**src/rtl/cau_pkg.sv**
```systemverilog
package cau_pkg;
  localparam int unsigned CAU_OP_W = 3;

  // bits [2:1]: operation kind, bit [0]: condition polarity (1 = "is zero")
  typedef enum logic [1:0] {
    KIND_ADD = 2'b00,
    KIND_SUB = 2'b01,
    KIND_SEL = 2'b10,
    KIND_RSV = 2'b11
  } cau_kind_e;

  typedef struct packed {
    logic ovf;
    logic aovf;
  } cau_flag_pair_t;
endpackage

```
**src/rtl/cau_cond.sv**
```systemverilog
module cau_cond #(
  parameter int unsigned W = 32
) (
  input  logic [W-1:0] ctl_i,
  input  logic         on_zero_i,
  output logic         hit_o
);
  logic is_zero;

  always_comb begin
    is_zero = (ctl_i == '0);
    hit_o   = on_zero_i ? is_zero : !is_zero;
  end
endmodule

```
**src/rtl/cau_addsub.sv**
```systemverilog
module cau_addsub #(
  parameter int unsigned W = 32
) (
  input  logic [W-1:0] a_i,
  input  logic [W-1:0] b_i,
  input  logic         sub_i,
  output logic [W-1:0] sum_o,
  output logic         ovf_o,
  output logic         aovf_o
);
  localparam int unsigned MSB = W - 1;

  logic [W-1:0] res_x_a;
  logic [W-1:0] a_x_b;
  logic [W-1:0] ovf_vec;

  always_comb begin
    sum_o   = sub_i ? (a_i - b_i) : (a_i + b_i);
    res_x_a = sum_o ^ a_i;
    a_x_b   = a_i ^ b_i;
    // subtract overflows when operand signs differ, add when they match
    ovf_vec = sub_i ? (res_x_a & a_x_b) : (res_x_a & ~a_x_b);
    ovf_o   = ovf_vec[MSB];
    aovf_o  = sum_o[MSB] ^ sum_o[MSB-1];
  end
endmodule

```
**src/rtl/cau_flags.sv**
```systemverilog
module cau_flags (
  input  logic clk,
  input  logic rst_n,
  input  logic upd_i,
  input  logic ovf_i,
  input  logic aovf_i,
  input  logic clr_i,
  output logic ovf_o,
  output logic sovf_o,
  output logic aovf_o,
  output logic saovf_o
);
  logic ovf_q, sovf_q, aovf_q, saovf_q;
  logic ovf_d, sovf_d, aovf_d, saovf_d;
  logic flag_en;

  always_comb begin
    flag_en = upd_i || clr_i;
    ovf_d   = upd_i ? ovf_i  : ovf_q;
    aovf_d  = upd_i ? aovf_i : aovf_q;
    sovf_d  = (sovf_q  && !clr_i) || (upd_i && ovf_i);
    saovf_d = (saovf_q && !clr_i) || (upd_i && aovf_i);
  end

  always_ff @(posedge clk or negedge rst_n) begin
    if (!rst_n) begin
      ovf_q   <= 1'b0;
      sovf_q  <= 1'b0;
      aovf_q  <= 1'b0;
      saovf_q <= 1'b0;
    end else if (flag_en) begin
      ovf_q   <= ovf_d;
      sovf_q  <= sovf_d;
      aovf_q  <= aovf_d;
      saovf_q <= saovf_d;
    end
  end

  assign ovf_o   = ovf_q;
  assign sovf_o  = sovf_q;
  assign aovf_o  = aovf_q;
  assign saovf_o = saovf_q;

  // sticky bits only fall through the clear input
  p_sticky_keep_r7: assert property (@(posedge clk) disable iff (!rst_n)
    (!clr_i && sovf_q) |=> sovf_q);
  p_sticky_akeep_r7: assert property (@(posedge clk) disable iff (!rst_n)
    (!clr_i && saovf_q) |=> saovf_q);
  // a fresh flag is always reflected in its sticky copy
  p_sticky_cover_r7: assert property (@(posedge clk) disable iff (!rst_n)
    upd_i |=> ((!ovf_q || sovf_q) && (!aovf_q || saovf_q)));
  // without an update the live flags hold
  p_flag_hold_r6: assert property (@(posedge clk) disable iff (!rst_n)
    !upd_i |=> ($stable(ovf_q) && $stable(aovf_q)));
  // clear with no update leaves both sticky bits low
  p_clear_r9: assert property (@(posedge clk) disable iff (!rst_n)
    (clr_i && !upd_i) |=> (!sovf_q && !saovf_q));
endmodule

```
**src/rtl/cond_arith_unit.sv**
```systemverilog
module cond_arith_unit
  import cau_pkg::*;
#(
  parameter int unsigned W = 32
) (
  input  logic                clk,
  input  logic                rst_n,
  input  logic                valid_i,
  input  logic [CAU_OP_W-1:0] op_i,
  input  logic [W-1:0]        opa_i,
  input  logic [W-1:0]        opb_i,
  input  logic [W-1:0]        ctl_i,
  input  logic                clr_sticky_i,
  output logic [W-1:0]        result_o,
  output logic                ovf_o,
  output logic                sovf_o,
  output logic                aovf_o,
  output logic                saovf_o
);
  cau_kind_e      kind;
  logic           hit;
  logic [W-1:0]   sum;
  cau_flag_pair_t fresh;
  logic           is_arith;
  logic           flag_upd;
  logic           res_en;
  logic [W-1:0]   res_d;
  logic [W-1:0]   res_q;

  assign kind = cau_kind_e'(op_i[2:1]);

  cau_cond #(.W(W)) cond_i (
    .ctl_i     (ctl_i),
    .on_zero_i (op_i[0]),
    .hit_o     (hit)
  );

  cau_addsub #(.W(W)) addsub_i (
    .a_i    (opa_i),
    .b_i    (opb_i),
    .sub_i  (kind == KIND_SUB),
    .sum_o  (sum),
    .ovf_o  (fresh.ovf),
    .aovf_o (fresh.aovf)
  );

  always_comb begin
    is_arith = (kind == KIND_ADD) || (kind == KIND_SUB);
    flag_upd = valid_i && is_arith && hit;
    res_en   = valid_i && (kind != KIND_RSV);
    unique case (kind)
      KIND_ADD, KIND_SUB: res_d = hit ? sum : opa_i;
      KIND_SEL:           res_d = hit ? opa_i : opb_i;
      default:            res_d = res_q;
    endcase
  end

  always_ff @(posedge clk or negedge rst_n) begin
    if (!rst_n) begin
      res_q <= '0;
    end else if (res_en) begin
      res_q <= res_d;
    end
  end

  cau_flags flags_i (
    .clk     (clk),
    .rst_n   (rst_n),
    .upd_i   (flag_upd),
    .ovf_i   (fresh.ovf),
    .aovf_i  (fresh.aovf),
    .clr_i   (clr_sticky_i),
    .ovf_o   (ovf_o),
    .sovf_o  (sovf_o),
    .aovf_o  (aovf_o),
    .saovf_o (saovf_o)
  );

  assign result_o = res_q;

  // failing arithmetic passes the first operand through
  p_fail_pass_r6: assert property (@(posedge clk) disable iff (!rst_n)
    (valid_i && is_arith && !hit) |=> (result_o == $past(opa_i)));
  // select never touches the live flags
  p_select_flags_r8: assert property (@(posedge clk) disable iff (!rst_n)
    (valid_i && kind == KIND_SEL) |=> ($stable(ovf_o) && $stable(aovf_o)));
  // idle or reserved cycles keep the result
  p_idle_hold_r10: assert property (@(posedge clk) disable iff (!rst_n)
    (!valid_i || kind == KIND_RSV) |=> $stable(result_o));
  // exactly one of the two polarities passes for a given control word
  p_polarity_r2: assert property (@(posedge clk) disable iff (!rst_n)
    (valid_i && kind == KIND_SEL && ctl_i == '0) |=>
      (result_o == (($past(op_i[0])) ? $past(opa_i) : $past(opb_i))));
endmodule

```
**config.mk**
```make
export PLATFORM = sky130hd
export DESIGN_NAME = cond_arith_unit
export DESIGN_NICKNAME = d
export VERILOG_FILES = /design/src/rtl/cau_pkg.sv /design/src/rtl/cau_cond.sv /design/src/rtl/cau_addsub.sv /design/src/rtl/cau_flags.sv /design/src/rtl/cond_arith_unit.sv
export SDC_FILE = /design/constraint.sdc
export NUM_CORES = 1
export LEC_CHECK = 0
export BUFFER_PORTS_ARGS = -buffer_cell sky130_fd_sc_hd__buf_4
export CAP_MARGIN = 30
export CORE_ASPECT_RATIO = 1.75
export CORE_MARGIN = 10
export CORE_UTILIZATION = 45
export DETAILED_ROUTE_END_ITERATION = 8
export HOLD_SLACK_MARGIN = 0.06
export PLACE_DENSITY = 0.71
export SYNTH_ARGS = -nofsm -noshare
export SYNTH_HDL_FRONTEND = slang
export SYNTH_HIERARCHICAL = 1
export SYNTH_SLANG_ARGS = --single-unit
```
**constraint.sdc**
```tcl
create_clock -name clk -period 0.88 [get_ports clk]
set_input_delay 0.088 -clock clk [delete_from_list [all_inputs] [get_ports clk]]
set_output_delay 0.088 -clock clk [all_outputs]
set_load 0.05 [all_outputs]
```
==> run metrics, run 1 <==
GRT Total Usage 28.8%; Sink Count 36; Setup Crit Path Kind in -> reg; largest net degree at the start of global routing 37; Clock Tree Buf Depth 2; syn nets 721; min Tclk post-route 3590 ps; Cells after Synth 585; PortBufs 138; ANT nets after route 0; first-pass GRT wire length 36100 um; Final Cycle Share 408%; Setup-failing EPs final 72; fill cell count 510; CP endpoint kind register; Die X 98.1 um; Worst setup SP type primary input; CTS Buf Count 5; I/O Pins 139; WL/cell 24.0 um; Worst Hold Class in -> reg; Data required, critical path 1090 ps; relative max-transition margin 61.6%; Initial Util 46.3%; P per Cell Area 1450 mW/mm^2; Syn. warnings 6; Worst-Skew Late Latency 290 ps; synth cell count leaders 66 x mux2i_1, 52 x a21oi_1, 48 x xnor2_1; most instantiated library cell after synthesis mux2i_1; Slew @ Worst Pin 577 ps; initial antenna violation count 0; Die H 157 um; Routability Congestion 0.983; syn_area_per_cell 8.20 um^2; Setup WS post-layout -2710 ps; Core ar. 0.0104 mm^2; Psw 5.79 mW; Synth cell types 54; drt total wl 25300 um; CP max FO 4; Residual DRC 0; drt pass-1 iters 6; Sw Ratio 44.6%; combinational share of power 68.5%; fmax 0.278 GHz; post-DR vias/cell 6.24; area occupied by multi-input gates 0.00439 mm^2; Synth area leader dfrtp_1; final cell utilization of the core 86.4%; Synth Flop Type dfrtp_1; CTS Root Cell clkbuf_16; Arr. time, crit path 3800 ps; setup TNS -73560 ps; Post-synth EDFFs 0; Rows 49; CTS tree built; Die ar. 0.0154 mm^2; Max Cap Violations 0; diode count 0; initial DRC count 325; Post-Syn Area 0.00480 mm^2; failing checks setup timing; vias in the first global route 6965; Final #Nets 1063; share of the synthesized area in the top cell type 18.8%; max-slew violation count 0; power share of the sequential group 17.4%; CTS clk-pin slew, worst paths 60 ps; P_int 7.19 mW; post-synthesis sequential area ratio 18.8%; Leakage 4.26 nW; synth top area cells dfrtp_1 19%, mux2i_1 14%, xnor2_1 8.8%; # H-tree levels 2; dpl hpwl 16400 um; Clock Power Share 14.0%; global route total overflow 0; via count 6578; asr flop ratio synth 100%; endpoints failing hold 0; Worst VDD drop 1.19 mV; share of cells above drive strength 1 55.3%; status finished, violations left; clk_skew 0 ps; RSZ-0062 raised after global routing yes; Synth-to-Final Area Change 86.6%; Yosys reg bits 36; FF+latch area 901 um^2
==> metrics by stage <==
step	std cells	power [mW]	worst slack [ps]	instance area, um^2	hold WS [ps]
2_1_floorplan	585	6.37	-2590	5030	-208
3_3_place_gp	1005	9.24	-2940	7460	94.4
3_5_place_dp	1005	9.38	-2940	7460	107
4_1_cts	1039	12.0	-2550	8450	152
5_1_grt	1054	13.5	-2890	8950	170
6_report	1054	13.0	-2710	8950	147
==> final timing paths <==
path                                 start               to  slack, ps  cells past startpoint
max                               opb_i[8]  flags_i/saovf_o      -2710                     20
min                               opb_i[1]      result_o[1]        150                      3
max reg2reg                   result_o[23]     result_o[23]        -50                      3
min reg2reg                flags_i/saovf_o  flags_i/saovf_o        550                      2
max in group asynchronous            rst_n     result_o[19]        150                      2
min in group asynchronous            rst_n     result_o[31]        340                      2
==> cell type report <==
class	count	area share [%]
clock inverter	1	0.0559
sequential	36	10.1
clock buffer	6	1.44
multi-input combinational	489	49.0
tap	127	1.77
timing repair buffer	371	36.6
inverter	24	1.03
==> layout by cell type, fill, tap and decap left out, drive strengths merged, types with 9 or more instances in the layout <==
| master | n |
|---|---|
| xor2 | 15 |
| nor3 | 12 |
| xnor2 | 48 |
| nand2 | 28 |
| inv | 24 |
| buf | 369 |
| a21oi | 52 |
| dfrtp | 36 |
| ha | 32 |
| nor4 | 13 |
| nor2 | 41 |
| o221ai | 33 |
| nand3 | 9 |
| a21o | 18 |
| o21ai | 49 |
| mux2i | 66 |
==> power by group through the flow <==
stage	sequential (mW)	clock [mW]	combinational [mW]
3_5_place_dp	2.20	0	7.18
6_report	2.26	1.82	8.90
2_1_floorplan	3.35	0	3.02
4_1_cts	2.24	1.81	7.98
3_3_place_gp	2.19	0	7.05
5_1_grt	2.29	1.85	9.33
==> sequential cells by signal, indices dropped and copies added (netlist names) <==
name	flops
flags_i/ovf_o	1
flags_i/saovf_o	1
flags_i/aovf_o	1
flags_i/sovf_o	1
result_o	32
==> layer usage <==
layer,vias to the layer above,track usage (%),routed length [um]
met2,414,57.1,13500
met1,3137,27.3,8150
met4,0,16.1,1850
met5,-,0,0
met3,157,3.66,1720
li1,2870,-,-
==> kinds of logic (layout without fill, tap and decap cells) <==
family,Yosys count,in the layout,synth area share (%)
simple gates,136,136,14.6
fa+ha+maj,33,33,8.76
flops,36,36,18.8
compound gates,191,191,25.7
xor+xnor,63,63,11.5
buf+inv,60,402,6.83
mux,66,66,13.8
==> critical path, cell delays in order <==
cell	delay (ps)
buf_6	90
or4_4	570
buf_12	150
nor4_4	140
and2_4	220
nand2_4	60
nor2_4	120
buf_6	120
nor2_2	40
xnor2_1	230
ha_1	320
a21oi_2	200
o21ai_2	100
nor4_2	370
a21oi_2	130
a31oi_2	220
xnor2_2	200
xor2_1	230
nand2_1	100
o21ai_1	100
==> what timing repair did <==
| action | 4_1_cts | 5_1_grt |
|---|---|---|
| resized for setup | 130 | 91 |
| buffers inserted | 22 | 25 |
| setup endpoints to repair | 72 | 72 |
| pin swaps | 41 | 101 |
| endpoints found under the hold margin | 38 | 0 |
| hold buffers | 2 | 0 |
| gates cloned | 5 | 0 |
Power figures use the tool's default switching activity.
==> run 2, diff against run 1 <==
==> constraint.sdc (replaced) <==
create_clock -name clk -period 0.88 [get_ports clk]
set_input_delay 0.132 -clock clk [delete_from_list [all_inputs] [get_ports clk]]
set_output_delay 0.132 -clock clk [all_outputs]
set_load 0.05 [all_outputs]
==> run 2 against run 1 <==
Effect of this change: the flow still finishes with violations (setup timing); power increased by 4.8%; die area unchanged; critical path type unchanged; non-clock buffer count grew 6; via count grew 1.8%; flip-flop and latch count unchanged; register-to-register slack barely moved; sequential power about the same; sequential share of layout area down 0.27 points; combinational power is 4.9% higher; largest power group unchanged; routed wire length up 2.4%; critical path depth stayed put.
==> run metrics, run 2 (synthesis gave the netlist of run 1 again) <==
status finished, violations left; failing checks setup timing; Clock Tree Buf Depth 2; first-pass GRT wire length 35800 um; Worst setup SP type primary input; fill cell count 484; CTS Buf Count 5; # H-tree levels 2; P per Cell Area 1480 mW/mm^2; Max Cap Violations 0; worst flop-to-flop path startpoint result_o[3]; initial DRC count 396; dpl hpwl 16600 um; Setup-failing EPs final 72; Leakage 4.36 nW; combinational share of power 68.6%; CTS Root Cell clkbuf_16; largest net degree at the start of global routing 37; HP Start opa_i[16]; Routability Congestion 0.983; commonest cells after routing, fill and taps aside 281 x buf_4, 78 x buf_6, 64 x mux2i_1, 36 x dfrtp_1, 34 x o21ai_0; diode count 0; Final #Nets 1069; Initial Util 46.3%; Clock Power Share 14.7%; Setup WS post-layout -2660 ps; area occupied by multi-input gates 0.00456 mm^2; commonest non-fill, non-tap cell in the layout buf_4; Post-Layout Cell Count 1060; I/O Pins 139; final cell utilization of the core 88.8%; CTS clk-pin slew, worst paths 60 ps; Arr. time, crit path 3750 ps; vias in the first global route 6852; drt pass-1 iters 5; CTS tree built; Worst VDD drop 1.17 mV; clk_skew 0 ps; Residual DRC 0; Sw Ratio 44.0%; Slew @ Worst Pin 490 ps; share of cells above drive strength 1 57.8%; relative max-transition margin 67.3%; GRT Total Usage 28.6%; power share of the sequential group 16.7%; fmax 0.282 GHz; Reg2Reg Setup Slack -40 ps; Worst Setup SP opb_i[19]; Sink Count 36; Data required, critical path 1080 ps; Die ar. 0.0154 mm^2; Setup Crit Path Kind in -> reg; Die X 98.1 um; min Tclk post-route 3540 ps; endpoints failing hold 0; Final Cycle Share 402%; RSZ-0062 raised after global routing yes; Core ar. 0.0104 mm^2; dpl cells 1003; P_int 7.62 mW; CP max FO 5; max reg flops 32; Rows 49; WL/cell 24.4 um; drt total wl 25900 um; initial antenna violation count 0; ANT nets after route 0; Synth-to-Final Area Change 91.7%; FF+latch area 901 um^2; global route total overflow 0; PortBufs 138; via count 6698; post-DR vias/cell 6.32; Die H 157 um; CP endpoint kind register; Psw 5.98 mW; Worst-Skew Late Latency 290 ps; Worst Hold Class in -> reg; max-slew violation count 0
## run 2: cell types whose count changed in the layout (fill, tap and decap cells not counted), sizes merged
cell | before | now
buf | 369 | 373
clkbuf | 6 | 9
clkinv | 1 | 0
## run 2: what timing repair did
action / in CTS / in global routing
resized for setup: 148 / 98
endpoints found under the setup margin: 72 / 72
hold buffers: 2 / 0
buffers inserted: 26 / 28
pin swaps: 74 / 96
cloned: 2 / 2
endpoints found under the hold margin: 38 / 0
## run 2: layout make-up
cell class / instances / area share (%)
sequential: 36 / 9.79
timing repair buffer: 377 / 36.2
inverter: 24 / 1.03
clock buffer: 7 / 1.66
tap: 127 / 1.73
multi-input combinational: 489 / 49.6
## run 2: power groups by stage
stage | registers (mW) | clock network, mW | logic [mW]
detailed placement | 2.21 | 0 | 7.19
global route | 2.29 | 2.07 | 9.77
finish | 2.27 | 2.00 | 9.34
floorplan | 3.35 | 0 | 3.02
global placement | 2.19 | 0 | 7.06
CTS | 2.24 | 1.98 | 8.18
## run 2: worst max-delay path, stage by stage
cell     delay [ps]
buf_4           120
or4_1           570
nor3_2          200
buf_4           170
and3_4          190
and2b_4         180
a21oi_2          70
xnor2_1         150
ha_2            310
buf_6           130
a21o_1          170
a21o_1          160
a21oi_2         180
inv_1            50
o22ai_1         140
nor2_1           90
xor2_1          310
xor2_1          200
nand2_1         100
o21ai_1         120
## run 2: final timing paths
| path | to | cells after the start |
|---|---|---|
| setup / recovery | flags_i/saovf_o | 20 |
| hold / removal | result_o[16] | 3 |
| setup reg to reg | result_o[3] | 3 |
| hold reg to reg | flags_i/ovf_o | 2 |
| max in group asynchronous | result_o[8] | 3 |
| min in group asynchronous | result_o[26] | 3 |
## run 2: stage by stage
stage	power, mW	setup WS [ps]	hold WS, ps	instance area, um^2	setup TNS, ps
finish	13.6	-2660	191	9200	-77950
global route	14.1	-2770	213	9200	-82680
CTS	12.4	-2540	190	8490	-73990
detailed placement	9.40	-2970	107	7460	-89130
global placement	9.25	-2900	99.9	7460	-87410
floorplan	6.37	-2640	-164	5030	-68340
## run 2: metal layers
metal / track usage, % / vias up / share of wire, %
li1: - / 2879 / -
met2: 56.0 / 454 / 53
met3: 4.81 / 157 / 7.0
met4: 16.9 / 0 / 8.0
met5: 0 / - / 0
met1: 26.6 / 3208 / 32
==> run 3, diff against run 2 <==
Settings changed: REMOVE_ABC_BUFFERS set to 1, SLEW_MARGIN set to 20.
==> run 3 against run 2 <==
Effect of this change: the run still ends with setup timing left; die area unchanged; global-route usage down 2.3 points; sequential share of layout area up 0.27 points; worst setup slack worse by 130 ps; final area down 2.7%; sequential power about the same; register-to-register slack worse by 150 ps; largest power group unchanged.
==> run metrics, run 3 (synthesis gave the netlist of run 1 again) <==
CP endpoint kind register; P per Cell Area 1510 mW/mm^2; Routability Congestion 0.945; Final Cycle Share 417%; Setup-failing EPs final 72; Worst Hold Class in -> reg; final cell utilization of the core 86.4%; Clock Tree Buf Depth 2; PortBufs 138; commonest cells after routing, fill and taps aside 306 x buf_4, 64 x mux2i_1, 64 x buf_6, 39 x xnor2_1, 36 x dfrtp_1; Die ar. 0.0154 mm^2; drt pass-1 iters 4; I/O Pins 139; CP max FO 5; relative max-transition margin 68.1%; fill cell count 536; Synth-to-Final Area Change 86.5%; status finished, violations left; max-slew violation count 0; fmax 0.273 GHz; # H-tree levels 2; share of cells above drive strength 1 55.3%; Worst setup SP type primary input; max reg flops 32; Sink Count 36; Rows 49; dpl cell area 0.00726 mm^2; min Tclk post-route 3670 ps; clk_skew 0 ps; Worst-Skew Late Latency 290 ps; diode count 0; Residual DRC 0; failing checks setup timing; initial DRC count 371; Arr. time, crit path 3890 ps; initial antenna violation count 0; endpoints failing hold 0; largest net degree at the start of global routing 37; GRT Total Usage 26.3%; Setup WS post-layout -2790 ps; post-DR vias/cell 6.05; RSZ-0062 raised after global routing yes; commonest non-fill, non-tap cell in the layout buf_4; CTS Buf Count 5; CTS clk-pin slew, worst paths 70 ps; Data required, critical path 1100 ps; ANT nets after route 0; Core ar. 0.0104 mm^2; Die X 98.1 um; vias in the first global route 6688; Setup Crit Path Kind in -> reg; CTS Root Cell clkbuf_16; Die H 157 um; Min Hold Slack 187 ps; dpl hpwl 16300 um; via count 6460; Final Cell Area 0.00895 mm^2; first-pass GRT wire length 33000 um; WL/cell 23.6 um; drt total wl 25200 um; Final #Nets 1076; Worst VDD drop 1.31 mV; global route total overflow 0; Leakage 4.28 nW; Initial Util 46.3%; Slew @ Worst Pin 474 ps; Tot Pwr 13.6 mW; CTS tree built; Max Cap Violations 0
## run 3: cell count changes in the layout (fill, tap and decap cells not counted), moves of 5 or more
| cell | previous run | this run |
|---|---|---|
| buf_4 | 281 | 306 |
| xnor2_1 | 32 | 39 |
| a21oi_2 | 31 | 23 |
| buf_6 | 78 | 64 |
| nor2_4 | 5 | 10 |
| a21oi_1 | 15 | 26 |
| ha_1 | 15 | 24 |
| xnor2_2 | 15 | 8 |
| ha_4 | 9 | 3 |
## run 3: layout make-up
cell class / count / area [um^2] / area share, %
Clock buffer: 5 / 125 / 1.40
Clock inverter: 3 / 42.5 / 0.475
Inverter: 24 / 90.1 / 1.01
Multi-Input combinational cell: 489 / 4350 / 48.6
Sequential cell: 36 / 901 / 10.1
Tap cell: 127 / 159 / 1.78
Timing Repair Buffer: 384 / 3280 / 36.6
## run 3: final timing paths
kind / from / endpoint / slack [ps] / depth (start not counted)
worst min register to register: result_o[20] / result_o[20] / 550 / 2
worst max-delay path: opb_i[8] / flags_i/sovf_o / -2790 / 19
worst max register to register: result_o[3] / result_o[3] / -190 / 2
max in group asynchronous: rst_n / result_o[28] / 270 / 3
worst min-delay path: opa_i[6] / result_o[6] / 190 / 3
min in group asynchronous: rst_n / result_o[2] / 350 / 3
## run 3: stage by stage
step	setup WS, ps	std cells	setup TNS, ps
2_1_floorplan	-4930	549	-175920
6_report	-2790	1068	-80820
3_5_place_dp	-3020	1001	-86710
3_3_place_gp	-2940	1001	-84820
5_1_grt	-2920	1068	-84900
4_1_cts	-2600	1032	-75550
## run 3: per-layer routing
metal | part of all wire, % | track usage (%) | vias up
met4 | 6.1 | 13.5 | 0
li1 | - | - | 2899
met1 | 34 | 25.5 | 3108
met3 | 6.3 | 3.53 | 103
met5 | 0 | 0 | -
met2 | 54 | 51.7 | 350
## run 3: what timing repair did
action,4_1_cts,5_1_grt
endpoints found under the setup margin,72,72
cloned,1,2
gates resized for setup,123,115
hold buffers,2,0
setup buffers,20,37
hold endpoints to repair,38,0
pin swaps,36,85
## run 3: where the power goes
group	total (mW)	internal [mW]	switching, mW	leakage (nW)
combinational	9.07	4.27	4.80	3.75
clock	2.21	1.34	0.878	0.0798
sequential	2.27	1.99	0.280	0.448
## run 3: worst max-delay path: stages
cell and delay [ps]:
buf_4 120, or4_4 590, nor4_4 250, buf_4 170, and3_1 190, nor2_1 60, xnor2_1 130, ha_1 450
buf_4 180, nand3_1 160, buf_4 200, nor2_1 140, and3_1 180, a31oi_1 90, xnor2_1 170, buf_4 160
mux2i_1 280, nand2_1 130, o21ai_1 110
